**src/rtl/hexrec_pkg.sv**
```systemverilog
package hexrec_pkg;

  localparam logic [7:0] CH_SPACE = 8'h20;
  localparam logic [7:0] CH_LF    = 8'h0A;
  localparam logic [7:0] CH_CR    = 8'h0D;
  localparam logic [7:0] CH_P16   = 8'h2D;
  localparam logic [7:0] CH_P24   = 8'h3D;
  localparam logic [7:0] CH_P32   = 8'h2B;

  typedef enum logic [2:0] {
    ST_IDLE,
    ST_COUNT,
    ST_ADDR,
    ST_DATA,
    ST_DROP
  } pstate_t;

  typedef enum logic [2:0] {
    CC_HEX,
    CC_SPACE,
    CC_CR,
    CC_LF,
    CC_P16,
    CC_P24,
    CC_P32,
    CC_BAD
  } cclass_t;

  function automatic logic is_hex(input logic [7:0] c);
    return (c >= 8'h30 && c <= 8'h39) ||
           (c >= 8'h41 && c <= 8'h46) ||
           (c >= 8'h61 && c <= 8'h66);
  endfunction

  // Letters share their low nibble across case: 'A'/'a' -> 1, plus 9 = 10.
  function automatic logic [3:0] hex_nibble(input logic [7:0] c);
    if (c <= 8'h39) return c[3:0];
    return c[3:0] + 4'd9;
  endfunction

  function automatic cclass_t classify(input logic [7:0] c);
    if (is_hex(c))      return CC_HEX;
    if (c == CH_SPACE)  return CC_SPACE;
    if (c == CH_CR)     return CC_CR;
    if (c == CH_LF)     return CC_LF;
    if (c == CH_P16)    return CC_P16;
    if (c == CH_P24)    return CC_P24;
    if (c == CH_P32)    return CC_P32;
    return CC_BAD;
  endfunction

  function automatic logic [3:0] addr_digits(input cclass_t p);
    case (p)
      CC_P16:  return 4'd4;
      CC_P24:  return 4'd6;
      default: return 4'd8;
    endcase
  endfunction

endpackage

```
**src/rtl/hexrec_classify.sv**
```systemverilog
module hexrec_classify
  import hexrec_pkg::*;
(
  input  logic [7:0] ch,
  output cclass_t    cls,
  output logic [3:0] nib
);
  always_comb begin
    cls = classify(ch);
    nib = hex_nibble(ch);
  end
endmodule

```
**src/rtl/hexrec_addr.sv**
```systemverilog
module hexrec_addr #(
  parameter int ADDR_W = 32,
  parameter int IDX_W  = 8
) (
  input  logic              clk,
  input  logic              rst,
  input  logic              clr,
  input  logic              shift,
  input  logic [3:0]        nib,
  input  logic              inc,
  output logic [ADDR_W-1:0] addr_nxt
);
  logic [ADDR_W-1:0] base_q;
  logic [IDX_W-1:0]  idx_q;

  always_ff @(posedge clk) begin
    if (rst || clr) begin
      base_q <= '0;
      idx_q  <= '0;
    end else begin
      if (shift) base_q <= {base_q[ADDR_W-5:0], nib};
      if (inc)   idx_q  <= idx_q + 1'b1;
    end
  end

  assign addr_nxt = base_q + ADDR_W'(idx_q);
endmodule

```
**src/rtl/hexrec_ctrl.sv**
```systemverilog
module hexrec_ctrl
  import hexrec_pkg::*;
#(
  parameter int COUNT_DIGITS    = 2,
  parameter int MAX_ADDR_DIGITS = 8
) (
  input  logic       clk,
  input  logic       rst,
  input  logic       valid,
  input  cclass_t    cls,
  input  logic [3:0] nib,
  output pstate_t    state,
  output logic       ev_write,
  output logic       ev_done,
  output logic       ev_err,
  output logic       base_clr,
  output logic       base_shift,
  output logic [7:0] byte_val
);
  localparam int CNT_W = 4 * COUNT_DIGITS;
  localparam int DIG_W = $clog2(MAX_ADDR_DIGITS + 1);

  pstate_t          state_q, state_d;
  logic [DIG_W-1:0] ndig_q, ndig_d;
  logic [3:0]       adig_q, adig_d;
  logic [CNT_W-1:0] count_q, count_d;
  logic [CNT_W-1:0] got_q, got_d;
  logic [3:0]       hi_q, hi_d;

  assign state    = state_q;
  assign byte_val = {hi_q, nib};

  always_comb begin
    state_d    = state_q;
    ndig_d     = ndig_q;
    adig_d     = adig_q;
    count_d    = count_q;
    got_d      = got_q;
    hi_d       = hi_q;
    ev_write   = 1'b0;
    ev_done    = 1'b0;
    ev_err     = 1'b0;
    base_clr   = 1'b0;
    base_shift = 1'b0;
    if (valid) begin
      case (state_q)
        ST_IDLE: begin
          case (cls)
            CC_P16, CC_P24, CC_P32: begin
              state_d  = ST_COUNT;
              adig_d   = addr_digits(cls);
              ndig_d   = '0;
              count_d  = '0;
              got_d    = '0;
              base_clr = 1'b1;
            end
            CC_SPACE, CC_CR, CC_LF: ;
            default: begin
              ev_err  = 1'b1;
              state_d = ST_DROP;
            end
          endcase
        end
        ST_DROP: begin
          if (cls == CC_LF) state_d = ST_IDLE;
        end
        ST_COUNT: begin
          case (cls)
            CC_HEX: begin
              count_d = {count_q[CNT_W-5:0], nib};
              if (ndig_q == DIG_W'(COUNT_DIGITS - 1)) begin
                ndig_d  = '0;
                state_d = ST_ADDR;
              end else begin
                ndig_d = ndig_q + 1'b1;
              end
            end
            CC_SPACE: begin
              if (ndig_q != '0) begin
                ev_err  = 1'b1;
                state_d = ST_DROP;
              end
            end
            CC_CR, CC_LF: begin
              ev_err  = 1'b1;
              state_d = ST_IDLE;
            end
            default: begin
              ev_err  = 1'b1;
              state_d = ST_DROP;
            end
          endcase
        end
        ST_ADDR: begin
          case (cls)
            CC_HEX: begin
              base_shift = 1'b1;
              if (ndig_q == DIG_W'(adig_q - 4'd1)) begin
                ndig_d  = '0;
                state_d = ST_DATA;
              end else begin
                ndig_d = ndig_q + 1'b1;
              end
            end
            CC_SPACE: begin
              if (ndig_q != '0) begin
                ev_err  = 1'b1;
                state_d = ST_DROP;
              end
            end
            CC_CR, CC_LF: begin
              ev_err  = 1'b1;
              state_d = ST_IDLE;
            end
            default: begin
              ev_err  = 1'b1;
              state_d = ST_DROP;
            end
          endcase
        end
        ST_DATA: begin
          case (cls)
            CC_HEX: begin
              if (ndig_q == '0) begin
                if (got_q == count_q) begin
                  ev_err  = 1'b1;
                  state_d = ST_DROP;
                end else begin
                  hi_d   = nib;
                  ndig_d = DIG_W'(1);
                end
              end else begin
                ev_write = 1'b1;
                ndig_d   = '0;
                got_d    = got_q + 1'b1;
              end
            end
            CC_SPACE: begin
              if (ndig_q != '0) begin
                ev_err  = 1'b1;
                state_d = ST_DROP;
              end
            end
            CC_CR, CC_LF: begin
              if (ndig_q != '0 || got_q != count_q) ev_err = 1'b1;
              else ev_done = 1'b1;
              state_d = ST_IDLE;
            end
            default: begin
              ev_err  = 1'b1;
              state_d = ST_DROP;
            end
          endcase
        end
        default: state_d = ST_IDLE;
      endcase
    end
  end

  always_ff @(posedge clk) begin
    if (rst) begin
      state_q <= ST_IDLE;
      ndig_q  <= '0;
      adig_q  <= 4'd4;
      count_q <= '0;
      got_q   <= '0;
      hi_q    <= '0;
    end else begin
      state_q <= state_d;
      ndig_q  <= ndig_d;
      adig_q  <= adig_d;
      count_q <= count_d;
      got_q   <= got_d;
      hi_q    <= hi_d;
    end
  end
endmodule

```
**src/rtl/hexrec_parser.sv**
```systemverilog
module hexrec_parser
  import hexrec_pkg::*;
#(
  parameter int ADDR_W       = 32,
  parameter int COUNT_DIGITS = 2
) (
  input  logic              clk,
  input  logic              rst,
  input  logic              in_valid,
  input  logic [7:0]        in_char,
  output logic              wr_en,
  output logic [ADDR_W-1:0] wr_addr,
  output logic [7:0]        wr_data,
  output logic              rec_done,
  output logic              err
);
  localparam int MAX_ADDR_DIGITS = ADDR_W / 4;
  localparam int IDX_W           = 4 * COUNT_DIGITS;

  cclass_t           cls;
  logic [3:0]        nib;
  pstate_t           state;
  logic              ev_write, ev_done, ev_err;
  logic              base_clr, base_shift;
  logic [7:0]        byte_val;
  logic [ADDR_W-1:0] addr_nxt;

  hexrec_classify i_classify (
    .ch  (in_char),
    .cls (cls),
    .nib (nib)
  );

  hexrec_ctrl #(
    .COUNT_DIGITS    (COUNT_DIGITS),
    .MAX_ADDR_DIGITS (MAX_ADDR_DIGITS)
  ) i_ctrl (
    .clk        (clk),
    .rst        (rst),
    .valid      (in_valid),
    .cls        (cls),
    .nib        (nib),
    .state      (state),
    .ev_write   (ev_write),
    .ev_done    (ev_done),
    .ev_err     (ev_err),
    .base_clr   (base_clr),
    .base_shift (base_shift),
    .byte_val   (byte_val)
  );

  hexrec_addr #(
    .ADDR_W (ADDR_W),
    .IDX_W  (IDX_W)
  ) i_addr (
    .clk      (clk),
    .rst      (rst),
    .clr      (base_clr),
    .shift    (base_shift),
    .nib      (nib),
    .inc      (ev_write),
    .addr_nxt (addr_nxt)
  );

  always_ff @(posedge clk) begin
    if (rst) begin
      wr_en    <= 1'b0;
      wr_addr  <= '0;
      wr_data  <= '0;
      rec_done <= 1'b0;
      err      <= 1'b0;
    end else begin
      wr_en    <= ev_write;
      rec_done <= ev_done;
      err      <= ev_err;
      if (ev_write) begin
        wr_addr <= addr_nxt;
        wr_data <= byte_val;
      end
    end
  end
endmodule

```
**config.mk**
```make
export PLATFORM = sky130hd
export DESIGN_NAME = hexrec_parser
export DESIGN_NICKNAME = d
export VERILOG_FILES = /design/src/rtl/hexrec_pkg.sv /design/src/rtl/hexrec_classify.sv /design/src/rtl/hexrec_addr.sv /design/src/rtl/hexrec_ctrl.sv /design/src/rtl/hexrec_parser.sv
export SDC_FILE = /design/constraint.sdc
export NUM_CORES = 1
export LEC_CHECK = 0
export ABC_AREA = 0
export BUFFER_PORTS_ARGS = -buffer_cell sky130_fd_sc_hd__buf_2
export CAP_MARGIN = 15
export CORE_MARGIN = 10
export CORE_UTILIZATION = 45
export CTS_BUF_LIST = sky130_fd_sc_hd__clkbuf_8 sky130_fd_sc_hd__clkbuf_16
export CTS_CLUSTER_SIZE = 8
export DETAILED_ROUTE_END_ITERATION = 6
export PLACE_DENSITY = 0.64
export SYNTH_ARGS = -nofsm -noshare
export SYNTH_HDL_FRONTEND = slang
export SYNTH_HIERARCHICAL = 1
export SYNTH_SLANG_ARGS = --single-unit
```
**constraint.sdc**
```tcl
create_clock -name clk -period 6 [get_ports clk]
set_clock_uncertainty 0.05 [all_clocks]
set_input_delay 0.9 -clock clk [delete_from_list [all_inputs] [get_ports clk]]
set_output_delay 0.9 -clock clk [all_outputs]
set_load 0.005 [all_outputs]
```
# ---- Word-level counts from Yosys, hierarchy flattened
# Cells that the tools add are included.
# W data, S select, Z words.
dict set report word_totals {
  ff_bits 114
  inputBits 11
  wordCells 182
}
dict set report classes {
  n_addsub 6
  order_cmp 6
  n_eq_ne 32
  n_mux 94
  n_bitwise 4
  reduce_logical 27
}
# operator count
set ops {}
lappend ops {{$mux W3} 23}
lappend ops {{$mux W1} 45}
lappend ops {{$mux W4} 10}
lappend ops {{$add A32 B8 Y32} 1}
lappend ops {{$eq A8 B6 Y1 const B} 4}
lappend ops {{$mux W8} 4}
lappend ops {{$pmux W8 S2} 2}
lappend ops {{$pmux W3 S3} 3}
lappend ops {{$add A8 B1 Y8 const B} 2}
lappend ops {{$eq A8 B4 Y1 const B} 2}
lappend ops {{$ge A8 B7 Y1 const B} 2}
lappend ops {{$le A8 B7 Y1 const B} 2}
lappend ops {{$pmux W4 S4} 1}
lappend ops {{$pmux W3 S5} 1}
lappend ops {{$reduce_and A7 Y1} 2}
lappend ops {{$eq A3 B2 Y1 const B} 4}
lappend ops {{$eq A3 B3 Y1 const B} 4}
lappend ops {{$ne A3 B2 Y1 const B} 4}
lappend ops {{$reduce_and A5 Y1} 2}
lappend ops {{$eq A8 B8 Y1} 1}
lappend ops {{$ge A8 B6 Y1 const B} 1}
lappend ops {{$le A8 B6 Y1 const B} 1}
lappend ops {{$ne A2 B2 Y1 const B} 4}
lappend ops {{$ne A8 B8 Y1} 1}
lappend ops {{other kinds (25)} 43}

# ---- Depth between registers and ports, before layout
# Gate-level depths: netlist (run 1).
dict set report logic_depth {
  ltp_word 39
  depth_mapped 14
}

# ---- Cells and area by module
# Netlist (run 1), hierarchy kept.
# module n_inst cells_each area_per_inst_um2 seq_area_each_um2
set modules_own_cells {}
lappend modules_own_cells {hexrec_addr 1 256 2386.0 800.8}
lappend modules_own_cells {hexrec_ctrl 1 228 1949.4 600.6}
lappend modules_own_cells {hexrec_parser 1 136 1545.2 860.8}
lappend modules_own_cells {hexrec_classify 1 42 319.1 0.0}

# ---- Worst setup path before layout (run 1)
# Ideal clock, no wire load.
dict set report synth_timing {
  path_kind {in2reg}
  start {input in_char[3]}
  end {register i_addr.idx_q[7]}
  arrival_time_ps 3592
  t_required_ps 5879
  path_slack_ps 2287
  stages 12
  cell_sequence {buf_6 or3b_1 o32ai_2 a22oi_1 nor3_2 a22o_1 nand2_1 nor2_1 clkbuf_1 nand4_1 or3_1 a21oi_1}
}
dict set report synth_between {
  elab_cells_between_ends 73
  classes_between {order compare (6); eq/ne (9); mux (50); reduce/logical (8)}
}
# element line
set synth_lines {}
lappend synth_lines {{start: declaration} hexrec_parser.sv:10} ;# input logic [7:0] in_char,
lappend synth_lines {{$eq A8 B6 Y1} hexrec_pkg.sv:43} ;# if (c == CH_SPACE) return CC_SPACE;
lappend synth_lines {{$mux W3 (2 in series)} hexrec_pkg.sv:43}
lappend synth_lines {{$mux W3 (2 in series)} hexrec_pkg.sv:44} ;# if (c == CH_CR) return CC_CR;
lappend synth_lines {{$mux W3} hexrec_pkg.sv:43}
lappend synth_lines {{$mux W3} hexrec_pkg.sv:45} ;# if (c == CH_LF) return CC_LF;
lappend synth_lines {{$mux W3} hexrec_pkg.sv:46} ;# if (c == CH_P16) return CC_P16;
lappend synth_lines {{$mux W3} hexrec_pkg.sv:47} ;# if (c == CH_P24) return CC_P24;
lappend synth_lines {{$mux W3} hexrec_pkg.sv:48} ;# if (c == CH_P32) return CC_P32;
lappend synth_lines {{[... 5 more ...]} --}
lappend synth_lines {{$mux W3} hexrec_pkg.sv:44}
lappend synth_lines {{$mux W3 (*)} hexrec_pkg.sv:43}
lappend synth_lines {{net cls[2]} hexrec_parser.sv:20} ;# cclass_t cls;
lappend synth_lines {{$logic_not A3 Y1 (*)} hexrec_ctrl.sv:122} ;# case (cls)
lappend synth_lines {{$mux W1 (*)} hexrec_ctrl.sv:122}
lappend synth_lines {{$mux W1 (*)} hexrec_ctrl.sv:46} ;# case (state_q)
lappend synth_lines {{$mux W1 (*)} hexrec_ctrl.sv:45} ;# if (valid) begin
lappend synth_lines {{net ev_write} hexrec_parser.sv:23} ;# logic ev_write, ev_done, ev_err;
lappend synth_lines {{end signal: assignment} hexrec_addr.sv:22} ;# if (inc) idx_q <= idx_q + 1'b1;
lappend synth_lines {{end: declaration} hexrec_addr.sv:14} ;# logic [IDX_W-1:0] idx_q;
# The timed path passes the listed nets; every way through them passes the cells marked *. The select of a mux whose other input is x is not followed.
# A chain may end at the register's enable or synchronous reset.

# ---- Final worst setup path (run 1)
dict set report layout_timing {
  start {input in_char[1]}
  end {register wr_data[4]}
}
dict set report layout_between {
  elab_chain_len 21
  elab_cells_between_ends 65
  classes_between {order compare (6); eq/ne (6); mux (47); reduce/logical (6)}
}
# element line
set layout_rtl {}
lappend layout_rtl {{$eq A8 B6 Y1} hexrec_pkg.sv:43}
lappend layout_rtl {{$mux W3 (2 in series)} hexrec_pkg.sv:43}
lappend layout_rtl {{$mux W3 (2 in series)} hexrec_pkg.sv:44}
lappend layout_rtl {{$mux W3} hexrec_pkg.sv:43}
lappend layout_rtl {{$mux W3} hexrec_pkg.sv:45}
lappend layout_rtl {{$mux W3} hexrec_pkg.sv:46}
lappend layout_rtl {{$mux W3} hexrec_pkg.sv:47}
lappend layout_rtl {{$mux W3} hexrec_pkg.sv:48}
lappend layout_rtl {{[... 5 more ...]} --}
lappend layout_rtl {{$mux W3} hexrec_pkg.sv:44}
lappend layout_rtl {{$mux W3 (*)} hexrec_pkg.sv:43}
lappend layout_rtl {{net cls[2]} hexrec_parser.sv:20}
lappend layout_rtl {{$logic_not A3 Y1 (*)} hexrec_ctrl.sv:122}
lappend layout_rtl {{$mux W1 (*)} hexrec_ctrl.sv:122}
lappend layout_rtl {{$mux W1 (*)} hexrec_ctrl.sv:46}
lappend layout_rtl {{$mux W1 (*)} hexrec_ctrl.sv:45}
lappend layout_rtl {{net ev_write} hexrec_parser.sv:23}
lappend layout_rtl {{end signal: assignment} hexrec_parser.sv:78} ;# wr_data <= byte_val;
lappend layout_rtl {{end: declaration} hexrec_parser.sv:13} ;# output logic [7:0] wr_data,
# Marks and branches as above.

==> impl_results.md, run 1 <==
- Status: finished, final reports clean
- Ys flop type: dfxtp_1
- VDD IR-drop max: around 190 uV
- Input/output buffers: 53
- Post-CTS setup buffer count: 0
- Residual DRC: 0
- Pwr Density: around 260 mW/mm^2
- Data required, critical path: a little over 6 ns
- Finish-stage setup viols: 0
- Worst-Margin Slew: 0.9945 ns
- GRT Max-Usage Layer: met2
- Syn_area_per_cell: ~9.4 sq um
- H-tree lvl count: 4
- DP HPWL: 9662 um
- Ys Warns: 6
- Avg WL per Cell: between 15 and 20 um
- CTS max path bufs: 2
- Clock Sinks: ~110
- Layout area overhead: 13.84%
- Met1 usage: ~18%
- Worst Setup Start Kind: input pin
- Initial antenna violation count: 0
- Synthesized area: just over 0.006 sq mm
- Layout cells sized above 1: between 10% and 20%
- WL final: around 14,000 um
- Starting Density: 46.45%
- Top cells by area, synth: dfxtp_1, mux2i_1, nor2_1
- Post-synth EDFFs: 0
- GPL Wtd Cong: about 0.9
- Max-slew violation count: 0
- Fmax: ~0.23 GHz
- Met3 usage: about 4%
- Die Width: around 140 um
- Sequential area share after synthesis: 36.49%
- Pin count of the biggest net entering global routing: 74
- Post-synth top area cell: dfxtp_1
- # rows: 42
- Critical path endpoint category: register
- Vias in the first global route: 4,660
- Resize count post-CTS: 0
- Vias: approximately 4,900
- Crit path time final: between 4 and 5 ns
- Number of hold buffers added after cts: 0
- Post-DR vias/cell: around 5.5
- Die Height: ~140 um
- Final nets: 729
- Diodes inserted: 0
- #FFs+latches synth: between 100 and 150
- CTS tree: done
- Root Buffer: clkbuf_16
- Global-route wire length before repair: 22,840 um
- Total Neg Setup Slack: 0 ns
- Worst hold path class: register to register
- Synthesized instance count: about 660
- Core ar.: 0.01335 sq mm
- RSZ-0062 raised after global routing: false
- Syn_nets: 693
- Die area: 0.01887 sq mm
- Crit path max fanout: 26
- Detailed Route Iter0 Violations: about 530
- # IOs: between 50 and 60
- Clock transition at the registers of the reported paths: 0.05 ns
- GRT overflow: 0
- Worst hold margin: 0.4362 ns
- GRT Total Usage: 14.87%
- Top-count cell post-synth: nor2_1
- Final hold viol count: 0
- Met2 usage: 23.90%
- FFs w/ async S/R, synth: 0%
- Leakage power figure: roughly 2.8 nW
- Crit Path Class: input pin to register
- CTS buffer count: 17
- Post-synth top area share: about 36%
- Worst-Skew Late Latency: approximately 0.42 ns
- Slew margin rel.: between 30% and 40%
- Netlist cell types: 85
- Final ANT Viol Nets: 0
- Most frequent cells after synthesis: nor2_1, dfxtp_1, mux2i_1
- Drt pass-1 iters: 6
- Max Cap Viol: 0
- CP arrival: ~4.6 ns
- Tcrit/Tclk final: between 70% and 80%
-- metrics by stage --
stage	utilization [%]	cell area (sq um)	power, mW	setup slack (ns)	std cells
6_report	52.88	7058	1.851	1.622	887
4_1_cts	52.88	7058	1.873	1.678	887
3_3_place_gp	48.43	6465	0.8570	1.471	855
2_1_floorplan	-	6200	0.8418	2.287	662
5_1_grt	52.88	7058	1.915	1.225	887
3_5_place_dp	48.43	6465	0.8602	1.229	855
-- layer usage --
layer | part of all wire (%) | wire length [um]
met4 | 1.6 | 215
met5 | 0 | 0
met1 | 45 | 6194
met2 | 48 | 6494
met3 | 5.5 | 747
-- cell usage in the layout, fill, tap and decap left out, types with 12 or more instances in the layout --
cell type  Yosys  routed
buf_2         14      53
clkbuf_16      0      17
nand2_1       25      25
ha_1          19      19
xnor2_1       20      20
nand3_1       18      18
nor2_1       119     118
inv_1         11      12
mux2i_1       84      84
xor2_1        28      28
a21oi_1       16      16
dfxtp_1      113     113
and3_1        15      14
-- worst paths after layout --
check                                      from  cells past startpoint    endpoint  slack [ns]
worst max register to register  i_ctrl/state[0]                      8  wr_data[4]        3.16
worst max-delay path                 in_char[1]                     14  wr_data[4]        1.62
worst min-delay path                 wr_addr[7]                      2  wr_addr[7]        0.44
worst min register to register       wr_addr[7]                      2  wr_addr[7]        0.44
-- flip-flops by register name, summed over array words and instances, names as in the netlist --
name,count
err,1
i_addr/base_q,32
i_addr/idx_q,8
i_ctrl/adig_q,3
i_ctrl/count_q,8
i_ctrl/got_q,8
i_ctrl/hi_q,4
i_ctrl/ndig_q,4
i_ctrl/state,3
rec_done,1
wr_addr,32
wr_data,8
wr_en,1
-- critical path, stage by stage --
cell,delay (ns)
buf_2,0.12
inv_1,0.08
ha_1,0.23
nor3b_1,0.28
o32ai_2,0.15
a22oi_1,0.78
a21boi_1,0.38
a22o_1,0.31
nand2_1,0.17
nor2_4,0.10
buf_4,0.32
buf_4,0.46
mux2i_1,0.24
nor2_1,0.05
-- cell families after synthesis --
logic type,after synthesis,synth area share (%)
AND/OR/NAND/NOR,242,20.34
flip-flops,113,36.49
AO/OA/AOI/OAI,99,12.90
multiplexers,86,13.93
buffers and inverters,53,5.025
XOR/XNOR,49,7.165
adder cells (fa/ha/maj),20,4.157
-- layout make-up --
cell class / count / area, sq um
multi-input cells: 496 / 3635
fillers: 1205 / 6290
well taps: 176 / 220.2
clock inverters: 15 / 167.7
flip-flops and latches: 113 / 2262
repair buffers: 58 / 302.8
inverters: 12 / 45.04
clock buffers: 17 / 425.4
-- report_power, final --
| group | total, mW | internal, mW | switching (mW) |
|---|---|---|---|
| Clock | 1.01 | 0.647 | 0.360 |
| Sequential | 0.760 | 0.754 | 0.00591 |
| Combinational | 0.0844 | 0.0290 | 0.0554 |
(Power assumes the default switching activity.)
==> inputs of run 2 (changes only) <==
Clock period 6 ns to 4.4 ns, I/O delays scaled along.
==> impl_results.md, run 2 (same netlist as run 1, synthesis figures left out) <==
- Status: finished, final reports clean (unchanged)
- Worst-Margin Slew: 0.8566 ns (was 0.9945 ns)
- Placed cell count: 857 (was 855)
- Filler Cell Count: 1,221 (was 1,205)
- Slew margin rel.: 42.89% (was 33.70%)
- Final nets: 731 (was 729)
- # IOs: 54 (unchanged)
- Leakage power figure: 2.866 nW (was 2.839 nW)
- Die Height: 137.4 um (unchanged)
- Flop-to-flop setup slack: 1.87 ns (was 3.16 ns)
- Top flop regs: i_addr/base_q: 32 flops, wr_addr: 32 flops (unchanged)
- Die Width: 137.4 um (unchanged)
- Core ar.: 0.01335 sq mm (unchanged)
- Detailed Route Iter0 Violations: 371 (was 525)
- Worst r2r src: i_ctrl/state[0] (unchanged)
- Residual DRC: 0 (unchanged)
- Clock Sinks: 113 (unchanged)
- Worst Setup Start Kind: input pin (unchanged)
- Post-DR vias/cell: 5.478 (was 5.487)
- CTS buffer count: 17 (unchanged)
- Resize count post-CTS: 0 (unchanged)
- Layout Cells excl Fill: 889 (was 887)
- Total Neg Setup Slack: 0 ns (unchanged)
- GRT overflow: 0 (unchanged)
- Final hold viol count: 0 (unchanged)
- RSZ-0062 raised after global routing: false (unchanged)
- Vias in the first global route: 4,735 (was 4,660)
- CP arrival: 3.76 ns (was 4.60 ns)
- VDD IR-drop max: 256.5 uV (was 186.2 uV)
- Max Cap Viol: 0 (unchanged)
- Pwr Density: 361.0 mW/mm^2 (was 262.3 mW/mm^2)
- Worst r2r path cells: 7 (was 8)
- GPL Wtd Cong: 0.8621 (was 0.8822)
- Register area: 0.002262 sq mm (unchanged)
- Die area: 0.01887 sq mm (unchanged)
- CTS tree: done (unchanged)
- Post-CTS setup buffer count: 0 (unchanged)
- Commonest non-fill, non-tap cell in the layout: nor2_1 (unchanged)
- Most frequent cells in the layout: nor2_1, dfxtp_1, mux2i_1 (unchanged)
- Hold path startpoint: wr_addr[4] (was wr_addr[7])
- Clock transition at the registers of the reported paths: 0.05 ns (about the same)
- Initial antenna violation count: 0 (unchanged)
- Finish-stage setup viols: 0 (unchanged)
- Worst-Skew Late Latency: 0.41 ns (was 0.42 ns)
- Input/output buffers: 53 (unchanged)
- Max-slew violation count: 0 (unchanged)
- Worst hold path class: register to register (unchanged)
- Diodes inserted: 0 (unchanged)
- Crit path time final: about 3.5 ns
- Tcrit/Tclk final: approximately 80%
- DP HPWL: 9987 um (was 9662 um)
- Global-route wire length before repair: 23,380 um (was 22,840 um)
- Root Buffer: clkbuf_16 (unchanged)
- Worst Hold Path EP: wr_addr[4] (was wr_addr[7])
- H-tree lvl count: 4 (unchanged)
- GRT Total Usage: 15.29% (was 14.87%)
- Final ANT Viol Nets: 0 (unchanged)
- Avg WL per Cell: 15.72 um (was 15.39 um)
- Crit path max fanout: 9 (was 26)
- Starting Density: 46.45% (unchanged)
- Data required, critical path: 4.68 ns (was 6.23 ns)
- Multi-input combinational cell area: 0.003635 sq mm (unchanged)
- Crit Path Class: input pin to register (unchanged)
- Vias: 4,870 (was 4,867)
- Hold path depth: 2 (unchanged)
- CTS max path bufs: 2 (unchanged)
- # rows: 42 (unchanged)
- Number of hold buffers added after cts: 0 (unchanged)
- Layout area overhead: 14.47% (was 13.84%)
- Drt pass-1 iters: 5 (was 6)
- Fmax: approximately 0.29 GHz
- WL final: 13,970 um (was 13,650 um)
- Capturing point of the worst reg2reg path: i_addr/idx_q[7] (was wr_data[4])
- Critical path endpoint category: register (unchanged)
- Layout cells sized above 1: 17.11% (was 17.02%)
- Pin count of the biggest net entering global routing: 51 (was 74)
==> run 2: worst max path at each step <==
stage / start / end / slack (ns) / depth (start not counted)
2_1_floorplan: in_char[3] / i_addr/idx_q[7] / 0.93 / 12
3_3_place_gp: in_char[0] / wr_data[5] / 0.64 / 13
3_5_place_dp: in_char[0] / i_addr/idx_q[7] / 0.54 / 13
4_1_cts: in_char[0] / i_addr/idx_q[7] / 0.96 / 13
5_1_grt: in_char[0] / i_addr/idx_q[7] / 0.70 / 13
6_report: in_char[0] / i_addr/idx_q[7] / 0.92 / 13
==> run 2: stage by stage <==
step	worst slack, ns	util (%)	hold WS, ns	total power [mW]	instance area (sq um)
6_report	0.9170	53.17	0.4342	2.562	7097
5_1_grt	0.7040	53.17	0.4597	2.650	7097
4_1_cts	0.9606	53.17	0.4429	2.591	7097
3_5_place_dp	0.5369	48.55	0.4273	1.173	6480
3_3_place_gp	0.6402	48.55	0.4157	1.170	6480
2_1_floorplan	0.9270	-	0.4084	1.148	6200
==> run 2: layout make-up <==
cell class	instances	area share (%)
flip-flops and latches	113	31.88
clock buffers	21	6.770
well taps	176	3.103
inverters	12	0.6347
repair buffers	60	4.478
multi-input cells	496	51.22
clock inverters	11	1.922
==> run 2: report_power, final <==
group | switching, mW | total, mW | leakage, nW | internal [mW]
clock network | 0.467 | 1.41 | 0.307 | 0.942
registers | 0.00801 | 1.04 | 0.910 | 1.03
logic | 0.0759 | 0.116 | 1.65 | 0.0400
==> run 2: routing by layer <==
metal / routed length, um / track usage (%) / vias to the layer above
li1: - / - / 2432
met1: 6344 / 18.36 / 2323
met2: 6805 / 25.03 / 94
met3: 591 / 4.734 / 21
met4: 229 / 5.913 / 0
met5: 0 / 0 / -
==> run 2: worst max-delay path, stage by stage <==
cell	delay [ns]
buf_2	0.13
inv_1	0.09
ha_1	0.23
nor3b_1	0.15
o32ai_2	0.36
a32oi_1	0.29
nor3_2	0.43
a22o_1	0.30
nand2_1	0.17
nor2_4	0.14
nand4_1	0.23
or3_1	0.41
a21oi_1	0.16
